--- config.mk ---
export PLATFORM = sky130hd
export DESIGN_NAME = limit_count_timer
export DESIGN_NICKNAME = d
export VERILOG_FILES = /design/src/rtl/tmr_pkg.sv /design/src/rtl/tmr_regdec.sv /design/src/rtl/tmr_counter.sv /design/src/rtl/tmr_ctrl.sv /design/src/rtl/limit_count_timer.sv
export SDC_FILE = /design/constraint.sdc
export NUM_CORES = 1
export LEC_CHECK = 0
export ABC_AREA = 1
export BUFFER_PORTS_ARGS = -buffer_cell sky130_fd_sc_hd__buf_2
export CAP_MARGIN = 0
export CORE_MARGIN = 4
export CORE_UTILIZATION = 35
export CTS_CLUSTER_SIZE = 12
export DETAILED_ROUTE_END_ITERATION = 6
export PLACE_DENSITY_LB_ADDON = 0.3
export SLEW_MARGIN = 10
export SYNTH_ARGS = -nofsm -noshare
export SYNTH_HDL_FRONTEND = slang
export SYNTH_SLANG_ARGS = --single-unit
--- constraint.sdc ---
create_clock -name clk -period 6.6 [get_ports clk]
set_input_delay 1.65 -clock clk [delete_from_list [all_inputs] [get_ports clk]]
set_output_delay 1.65 -clock clk [all_outputs]
set_load 0.05 [all_outputs]
--- src/rtl/tmr_pkg.sv ---
`timescale 1ns/1ps
package tmr_pkg;
    // reached-state controller
    typedef enum logic [1:0] {
        ST_FREE  = 2'd0,
        ST_ARMED = 2'd1,
        ST_HIT   = 2'd2
    } tmr_state_e;

    // decoded register strobes
    typedef struct packed {
        logic rd_limit;
        logic wr_limit_rst;
        logic wr_limit_keep;
    } tmr_strobe_t;

    localparam int unsigned UNIT_LSB        = 9;
    localparam int unsigned FLAG_BIT        = 31;
    localparam int unsigned WORD_LIMIT_RST  = 0;
    localparam int unsigned WORD_COUNT      = 1;
    localparam int unsigned WORD_LIMIT_KEEP = 2;
endpackage

--- src/rtl/tmr_regdec.sv ---
`timescale 1ns/1ps
module tmr_regdec
    import tmr_pkg::*;
#(
    parameter int unsigned ADDR_W     = 5,
    parameter int unsigned COUNT_BITS = 22
) (
    input  logic                  wr_en,
    input  logic                  rd_en,
    input  logic [ADDR_W-1:0]     addr,
    input  logic [31:0]           wdata,
    input  logic [COUNT_BITS-1:0] limit_units,
    input  logic [COUNT_BITS-1:0] count_units,
    input  logic                  flag,
    output tmr_strobe_t           strobe,
    output logic [COUNT_BITS-1:0] wr_units,
    output logic [31:0]           rdata
);
    localparam int unsigned WORD_W = ADDR_W - 2;
    localparam int unsigned TOP_LSB = UNIT_LSB + COUNT_BITS;
    localparam logic [WORD_W-1:0] W_RST  = WORD_W'(WORD_LIMIT_RST);
    localparam logic [WORD_W-1:0] W_CNT  = WORD_W'(WORD_COUNT);
    localparam logic [WORD_W-1:0] W_KEEP = WORD_W'(WORD_LIMIT_KEEP);

    logic [WORD_W-1:0] word_idx;
    logic              unused_byte_lane;
    logic              unused_wdata_bits;

    assign word_idx          = addr[ADDR_W-1:2];
    assign unused_byte_lane  = ^addr[1:0];
    assign unused_wdata_bits = ^{wdata[31:TOP_LSB], wdata[UNIT_LSB-1:0]};
    assign wr_units          = wdata[UNIT_LSB +: COUNT_BITS];

    function automatic logic [31:0] place_units(input logic [COUNT_BITS-1:0] u);
        logic [31:0] r;
        r = '0;
        r[UNIT_LSB +: COUNT_BITS] = u;
        return r;
    endfunction

    always_comb begin
        strobe.rd_limit      = rd_en && (word_idx == W_RST);
        strobe.wr_limit_rst  = wr_en && (word_idx == W_RST);
        strobe.wr_limit_keep = wr_en && (word_idx == W_KEEP);
    end

    always_comb begin
        rdata = '0;
        if (rd_en) begin
            case (word_idx)
                W_RST: rdata = place_units(limit_units);
                W_CNT: begin
                    rdata           = place_units(count_units);
                    rdata[FLAG_BIT] = flag;
                end
                default: rdata = '0;
            endcase
        end
    end
endmodule

--- src/rtl/tmr_counter.sv ---
`timescale 1ns/1ps
module tmr_counter #(
    parameter int unsigned COUNT_BITS = 22
) (
    input  logic                  clk,
    input  logic                  rst_n,
    input  logic                  tick,
    input  logic                  restart,
    input  logic [COUNT_BITS-1:0] limit_units,
    output logic [COUNT_BITS-1:0] count_units,
    output logic                  hit
);
    localparam logic [COUNT_BITS-1:0] MAX_UNITS = '1;
    localparam logic [COUNT_BITS-1:0] ONE_UNIT  = COUNT_BITS'(1);

    logic [COUNT_BITS-1:0] count_q;
    logic [COUNT_BITS-1:0] count_nx;
    logic [COUNT_BITS-1:0] step;
    logic                  limit_match;
    logic                  roll;

    assign step        = count_q + ONE_UNIT;
    assign limit_match = (limit_units != '0) && (step == limit_units);
    assign roll        = limit_match || (step == MAX_UNITS);
    assign hit         = tick && !restart && limit_match;
    assign count_units = count_q;

    always_comb begin
        count_nx = count_q;
        if (restart) begin
            count_nx = '0;
        end else if (tick) begin
            count_nx = roll ? '0 : step;
        end
    end

    always_ff @(posedge clk) begin
        if (!rst_n) begin
            count_q <= '0;
        end else begin
            count_q <= count_nx;
        end
    end

    // count holds without a tick or restart
    assert_hold_R2: assert property (@(posedge clk) disable iff (!rst_n)
        (!tick && !restart) |=> $stable(count_q));
    // restart lands on zero
    assert_restart_zero_R4: assert property (@(posedge clk) disable iff (!rst_n)
        restart |=> (count_q == '0));
    // the all-ones field value is never shown
    assert_never_top_R7: assert property (@(posedge clk) disable iff (!rst_n)
        count_q != MAX_UNITS);
endmodule

--- src/rtl/tmr_ctrl.sv ---
`timescale 1ns/1ps
module tmr_ctrl
    import tmr_pkg::*;
#(
    parameter int unsigned COUNT_BITS = 22
) (
    input  logic                  clk,
    input  logic                  rst_n,
    input  tmr_strobe_t           strobe,
    input  logic [COUNT_BITS-1:0] wr_units,
    input  logic                  hit,
    output logic [COUNT_BITS-1:0] limit_units,
    output logic                  flag,
    output logic                  irq
);
    tmr_state_e            state_q;
    tmr_state_e            state_nx;
    tmr_state_e            mode_nx;
    logic [COUNT_BITS-1:0] limit_q;
    logic [COUNT_BITS-1:0] limit_nx;
    logic                  irq_q;

    always_comb begin
        limit_nx = limit_q;
        if (strobe.wr_limit_rst || strobe.wr_limit_keep) begin
            limit_nx = wr_units;
        end
        mode_nx = (limit_nx == '0) ? ST_FREE : ST_ARMED;
    end

    always_comb begin
        state_nx = state_q;
        unique case (state_q)
            ST_FREE, ST_ARMED: state_nx = hit ? ST_HIT : mode_nx;
            ST_HIT: begin
                if (hit) begin
                    state_nx = ST_HIT;
                end else if (strobe.rd_limit) begin
                    state_nx = mode_nx;
                end else begin
                    state_nx = ST_HIT;
                end
            end
            default: state_nx = ST_FREE;
        endcase
    end

    // state register
    always_ff @(posedge clk) begin
        if (!rst_n) begin
            state_q <= ST_FREE;
            limit_q <= '0;
        end else begin
            state_q <= state_nx;
            limit_q <= limit_nx;
        end
    end

    // outputs
    always_ff @(posedge clk) begin
        if (!rst_n) begin
            irq_q <= 1'b0;
        end else if (hit) begin
            irq_q <= 1'b1;
        end else if (strobe.rd_limit || strobe.wr_limit_rst) begin
            irq_q <= 1'b0;
        end
    end

    assign limit_units = limit_q;
    assign flag        = (state_q == ST_HIT);
    assign irq         = irq_q;

    // a match never comes from a zero limit
    assert_no_free_hit_R7: assert property (@(posedge clk) disable iff (!rst_n)
        hit |-> (limit_q != '0));
    // acknowledge clears both flag and interrupt
    assert_ack_clears_R8: assert property (@(posedge clk) disable iff (!rst_n)
        (strobe.rd_limit && !hit) |=> (!irq_q && state_q != ST_HIT));
    // keep-count write leaves the interrupt alone
    assert_keep_irq_R5: assert property (@(posedge clk) disable iff (!rst_n)
        (strobe.wr_limit_keep && !strobe.rd_limit && !strobe.wr_limit_rst && !hit)
        |=> $stable(irq_q));
    // a match sets the flag on the next cycle
    assert_hit_sets_R6: assert property (@(posedge clk) disable iff (!rst_n)
        hit |=> (irq_q && state_q == ST_HIT));
endmodule

--- src/rtl/limit_count_timer.sv ---
`timescale 1ns/1ps
module limit_count_timer
    import tmr_pkg::*;
#(
    parameter int unsigned ADDR_W     = 5,
    parameter int unsigned COUNT_BITS = 22
) (
    input  logic              clk,
    input  logic              rst_n,
    input  logic              tick,
    input  logic              wr_en,
    input  logic              rd_en,
    input  logic [ADDR_W-1:0] addr,
    input  logic [31:0]       wdata,
    output logic [31:0]       rdata,
    output logic              irq
);
    tmr_strobe_t           strobe;
    logic [COUNT_BITS-1:0] wr_units;
    logic [COUNT_BITS-1:0] limit_units;
    logic [COUNT_BITS-1:0] count_units;
    logic                  flag;
    logic                  hit;

    tmr_regdec #(.ADDR_W(ADDR_W), .COUNT_BITS(COUNT_BITS)) u_regdec (
        .wr_en       (wr_en),
        .rd_en       (rd_en),
        .addr        (addr),
        .wdata       (wdata),
        .limit_units (limit_units),
        .count_units (count_units),
        .flag        (flag),
        .strobe      (strobe),
        .wr_units    (wr_units),
        .rdata       (rdata)
    );

    tmr_counter #(.COUNT_BITS(COUNT_BITS)) u_counter (
        .clk         (clk),
        .rst_n       (rst_n),
        .tick        (tick),
        .restart     (strobe.wr_limit_rst),
        .limit_units (limit_units),
        .count_units (count_units),
        .hit         (hit)
    );

    tmr_ctrl #(.COUNT_BITS(COUNT_BITS)) u_ctrl (
        .clk         (clk),
        .rst_n       (rst_n),
        .strobe      (strobe),
        .wr_units    (wr_units),
        .hit         (hit),
        .limit_units (limit_units),
        .flag        (flag),
        .irq         (irq)
    );

    // interrupt implies reached flag
    assert_irq_needs_flag_R6: assert property (@(posedge clk) disable iff (!rst_n)
        irq |-> flag);
    // quiet after reset
    assert_reset_quiet_R1: assert property (@(posedge clk)
        !rst_n |=> (!irq && count_units == '0));
endmodule

# == Word level (Yosys, flattened, before mapping) ==
# Index checks and enable logic that the tools add are counted.
# W data, S select, Z words.
# word_totals
reg_bits,47
in_bits,42
out_inout_bits,33
elab_cells,40
# op_classes
n_addsub,1
n_eq_ne,6
muxes,11
bitwise,1
n_reduce_logical,17
# op_table
cell,n
$pmux W32 S2,1
$mux W22,2
$mux W32,1
$add A22 B1 Y22 const B,1
$eq A22 B22 Y1,1
$eq A22 B22 Y1 const B,1
$logic_not A22 Y1,1
$reduce_bool A22 Y1,1
$logic_and A1 B1 Y1,6
$mux W2,3
$pmux W2 S2,1
$reduce_or A2 Y1,2
$eq A3 B1 Y1 const B,1
$eq A3 B2 Y1 const B,1
$logic_not A3 Y1,1
$logic_or A1 B1 Y1,3
$mux W1,3
$eq A2 B1 Y1 const B,1
$eq A2 B2 Y1 const B,1
$logic_not A2 Y1,1
$reduce_bool A2 Y1,1
$logic_not A1 Y1,1
$not A1 Y1,1

# == Longest topological paths before layout ==
# logic_depth
ltp_word,9
ltp_mapped,17
mapped_depth_nobuf,16

# == Hierarchy ==
# From an unflattened synthesis, not the netlist that was laid out.
# hier_totals
cells_unflattened,724
hier_area_um2,4453.0
# modules_own_cells
mod,instances,cells_per_inst,area_each_um2
tmr_counter,1,434,2645.0
tmr_ctrl,1,170,1096.1
tmr_regdec,1,120,711.9

# == Least setup slack after synthesis ==
# Ideal clock, no wire load.
# synth_timing
path_type,input port to output port
from,input port addr[4]
to,output port rdata[31]
t_arrival_ns,3.131
required_ns,4.950
setup_slack_ns,1.819
cell_stages,3
path_cell_list,nor2_1 -> nand3_1 -> nor3b_1
# synth_between
elab_chain_len,3
word_cells_on_any_way,4
# synth_lines
item,line_no,source
start: declaration,limit_count_timer.sv:13,"input logic [ADDR_W-1:0] addr,"
$eq A3 B1 Y1 / $logic_not A3 Y1 (equally long branches),tmr_regdec.sv:50,case (word_idx)
$pmux W32 S2 (*),tmr_regdec.sv:50,
$mux W32 (*),tmr_regdec.sv:49,if (rd_en) begin
end: declaration,limit_count_timer.sv:15,"output logic [31:0] rdata,"
# Every way passes the cells marked *; elsewhere a longest branch is shown, timed or not.

# == Worst setup path in the final report ==
# layout_timing
from,input port addr[4]
to,output port rdata[22]
# The elaborated chain is that of the path after synthesis.

==> results.py <==
metrics = {
    "outcome": {
        "status": "completed",
    },
    "final_layout": {
        "drive_gt1_share_pct": 22.3,
        "antenna_cells": 0,
        "layout_commonest_cell": "nand2_1",
        "final_cell_mix": "nand2_1, nor2_1, inv_1, buf_2, nand3_1",
        "num-fill-cells": 1131,
        "fin_nets": 673,
        "area_growth_pct": 11.3,
    },
    "clock_tree": {
        "htreeDepth": 2,
        "cts.clk_slew.worst_paths_ns": 0.09,
        "cts_resized": 0,
        "clock_path_buffers": 2,
        "clock-root-buffer": "clkbuf_8",
        "cts_tree": "yes",
        "insertion_delay_ns": 0.32,
        "post-cts-setup-buffers": 0,
        "clock_sinks": 47,
        "cts_hold_buffers": 0,
        "cts_buffers": 5,
    },
    "critical_path": {
        "r2r_slack_ns": 3.69,
        "worstSetupStartpoint": "addr[4]",
        "crit_fanout": 23,
        "critPathCapture": "rdata[22]",
        "arrival_ns": 2.86,
        "r2r_cells": 10,
        "crit_path_start_kind": "primary input",
        "criticalPathCategory": "in2out",
        "crit_path_end_kind": "output pin",
        "r2r_end": "u_counter.count_units[0]",
        "critPathRequiredTime_ns": 4.95,
        "rr_startpoint": "u_counter.count_units[0]",
    },
    "sta": {
        "slew_headroom_pct": 49.7,
        "worst_pin_slew_ns": 0.754,
        "layout_setup_ws_ns": 2.09,
        "setup_viol": 0,
        "timing.fmax_ghz": 0.222,
        "period_share_pct": 68.3,
        "tns_ns": 0,
        "rsz0062_at_grt": "no",
        "final_hold_viol_count": 0,
        "fin_worst_skew_ns": 0.00987,
        "maxSlewViolCount": 0,
        "period_minus_slack_ns": 4.51,
    },
    "routing": {
        "vias": 3869,
        "drc": 0,
        "drtIter0Drc": 304,
        "first_pass_iters": 7,
        "ant_nets": 0,
        "via_per_inst": 5.06,
        "wire_per_inst_um": 14.5,
        "wl_um": 11100,
    },
    "synth": {
        "syn-instance-count": 586,
        "yosys_warnings": 0,
        "yosys_register_bits": 47,
        "yosys_most_used_dff": "dfxtp_1",
        "ys_types": 34,
        "synth_edf_count": 0,
        "synth.avg_cell_area_um2": 6.32,
        "async_flop_share_pct": 0,
        "syn_area_um2": 3700,
        "yosysSeqAreaShare_pct": 25.4,
    },
    "grt": {
        "antenna_found_initial": 0,
        "use_met3_pct": 2.35,
        "grt-busiest-layer": "met2",
        "use_met1_pct": 23.8,
        "gr-total-overflow": 0,
        "grt_pass1_vias": 3647,
        "grt_start_max_net_pins": 45,
        "grt_usage_pct": 17.9,
        "grt_pass1_wl_um": 18200,
        "grt.met2_usage_pct": 30.4,
    },
    "power_and_ir_drop": {
        "power_frac_comb_pct": 17.5,
        "seqPwrFrac_pct": 47.7,
        "p_int_uw": 436,
        "p_per_area_nw_per_um2": 153,
        "p_sw_share_pct": 31.0,
        "leakage_uw": 0.00180,
        "max-vdd-ir-drop_v": 0.0000717,
        "clockPowerShare_pct": 34.8,
        "power.switching_uw": 196,
    },
    "place": {
        "pre_cts_slack_ns": 2.12,
        "io_buffers": 53,
        "dp_hpwl_um": 8390,
        "place_congestion": 0.868,
    },
    "run": {
        "cap_violations": 0,
    },
    "die": {
        "fp.dieArea_um2": 12300,
        "initial_core_util_pct": 35.9,
        "rows": 37,
        "ios": 75,
        "die_x_um": 111,
        "coreArea_um2": 10300,
        "die-height_um": 111,
    },
    "worst_hold_path": {
        "min_path_type": "reg2reg",
    },
}
## worst min-delay path by stage
stage                 startpoint  slack [ns]                end  cells after the start
3_5_place_dp          u_ctrl.irq        0.49         u_ctrl.irq                      2
3_3_place_gp          u_ctrl.irq        0.48         u_ctrl.irq                      2
5_1_grt               u_ctrl.irq        0.52         u_ctrl.irq                      2
2_1_floorplan  u_ctrl.state_q[1]        0.48  u_ctrl.state_q[1]                      2
4_1_cts               u_ctrl.irq        0.50         u_ctrl.irq                      2
6_report              u_ctrl.irq        0.50         u_ctrl.irq                      2
## area by class of cell
cell class	count	area [um^2]	share of cell area [%]
clock inverters	2	37.5	0.910
well taps	136	170	4.13
inverters	57	214	5.19
clock buffers	5	68.8	1.67
multi-input cells	461	2400	58.1
flip-flops and latches	47	941	22.8
repair buffers	57	295	7.16
## cell families after synthesis
logic type	after synthesis	synth area share (%)
compound gates	85	14.6
fa+ha+maj	2	0.675
flops	47	25.4
simple gates	361	47.5
other cells	1	0.101
xor+xnor	4	0.946
buf+inv	86	10.8
## synth_stat cells, types with 4 or more instances
master    number  area (um^2)
nand2_2        8         50.1
nand4_1       13         81.3
nor2_2         8         50.1
o22ai_1       22          138
nor2_1        72          270
buf_4         10         75.1
o21ai_0       23          115
nand2_1      168          631
dfxtp_1       47          941
nand3_2       23          230
a21oi_1       15         75.1
nand3_1       51          255
a21oi_2       20          175
inv_1         54          203
xor2_1         4         35.0
clkbuf_1      16         60.1
## metal layers
layer	vias to the layer above	share of wire (%)
met2	127	48
li1	1980	-
met5	-	0
met4	0	1.4
met1	1751	46
met3	11	5.2
## power by group through the flow
stage,Sequential [uW],Combinational [uW],Clock (uW)
2_1_floorplan,305,86.8,0
3_3_place_gp,307,110,0
3_5_place_dp,307,111,0
4_1_cts,301,111,222
5_1_grt,302,125,235
6_report,301,111,220
## state kept, by name, indices dropped and copies added (netlist names)
signal / cells
u_counter.count_units: 22
u_ctrl.irq: 1
u_ctrl.limit_units: 22
u_ctrl.state_q: 2
## critical path, cell delays in order
cell	delay (ns)
buf_2	0.10
nor2_1	0.17
nand3_1	0.09
buf_4	0.25
o22ai_1	0.27
buf_2	0.32
## per-stage QoR
step                      area [um^2]  utilization [%]  hold WS (ns)  std cells  power [uW]
after floorplan                  3730                -         0.482        594         392
after global placement           4010             38.9         0.477        758         417
after detailed placement         4010             38.9         0.485        758         418
after CTS                        4120             39.9         0.500        765         634
after global routing             4120             39.9         0.524        765         662
final                            4120             39.9         0.497        765         631
Note: power is estimated with default switching activity, not from simulation.
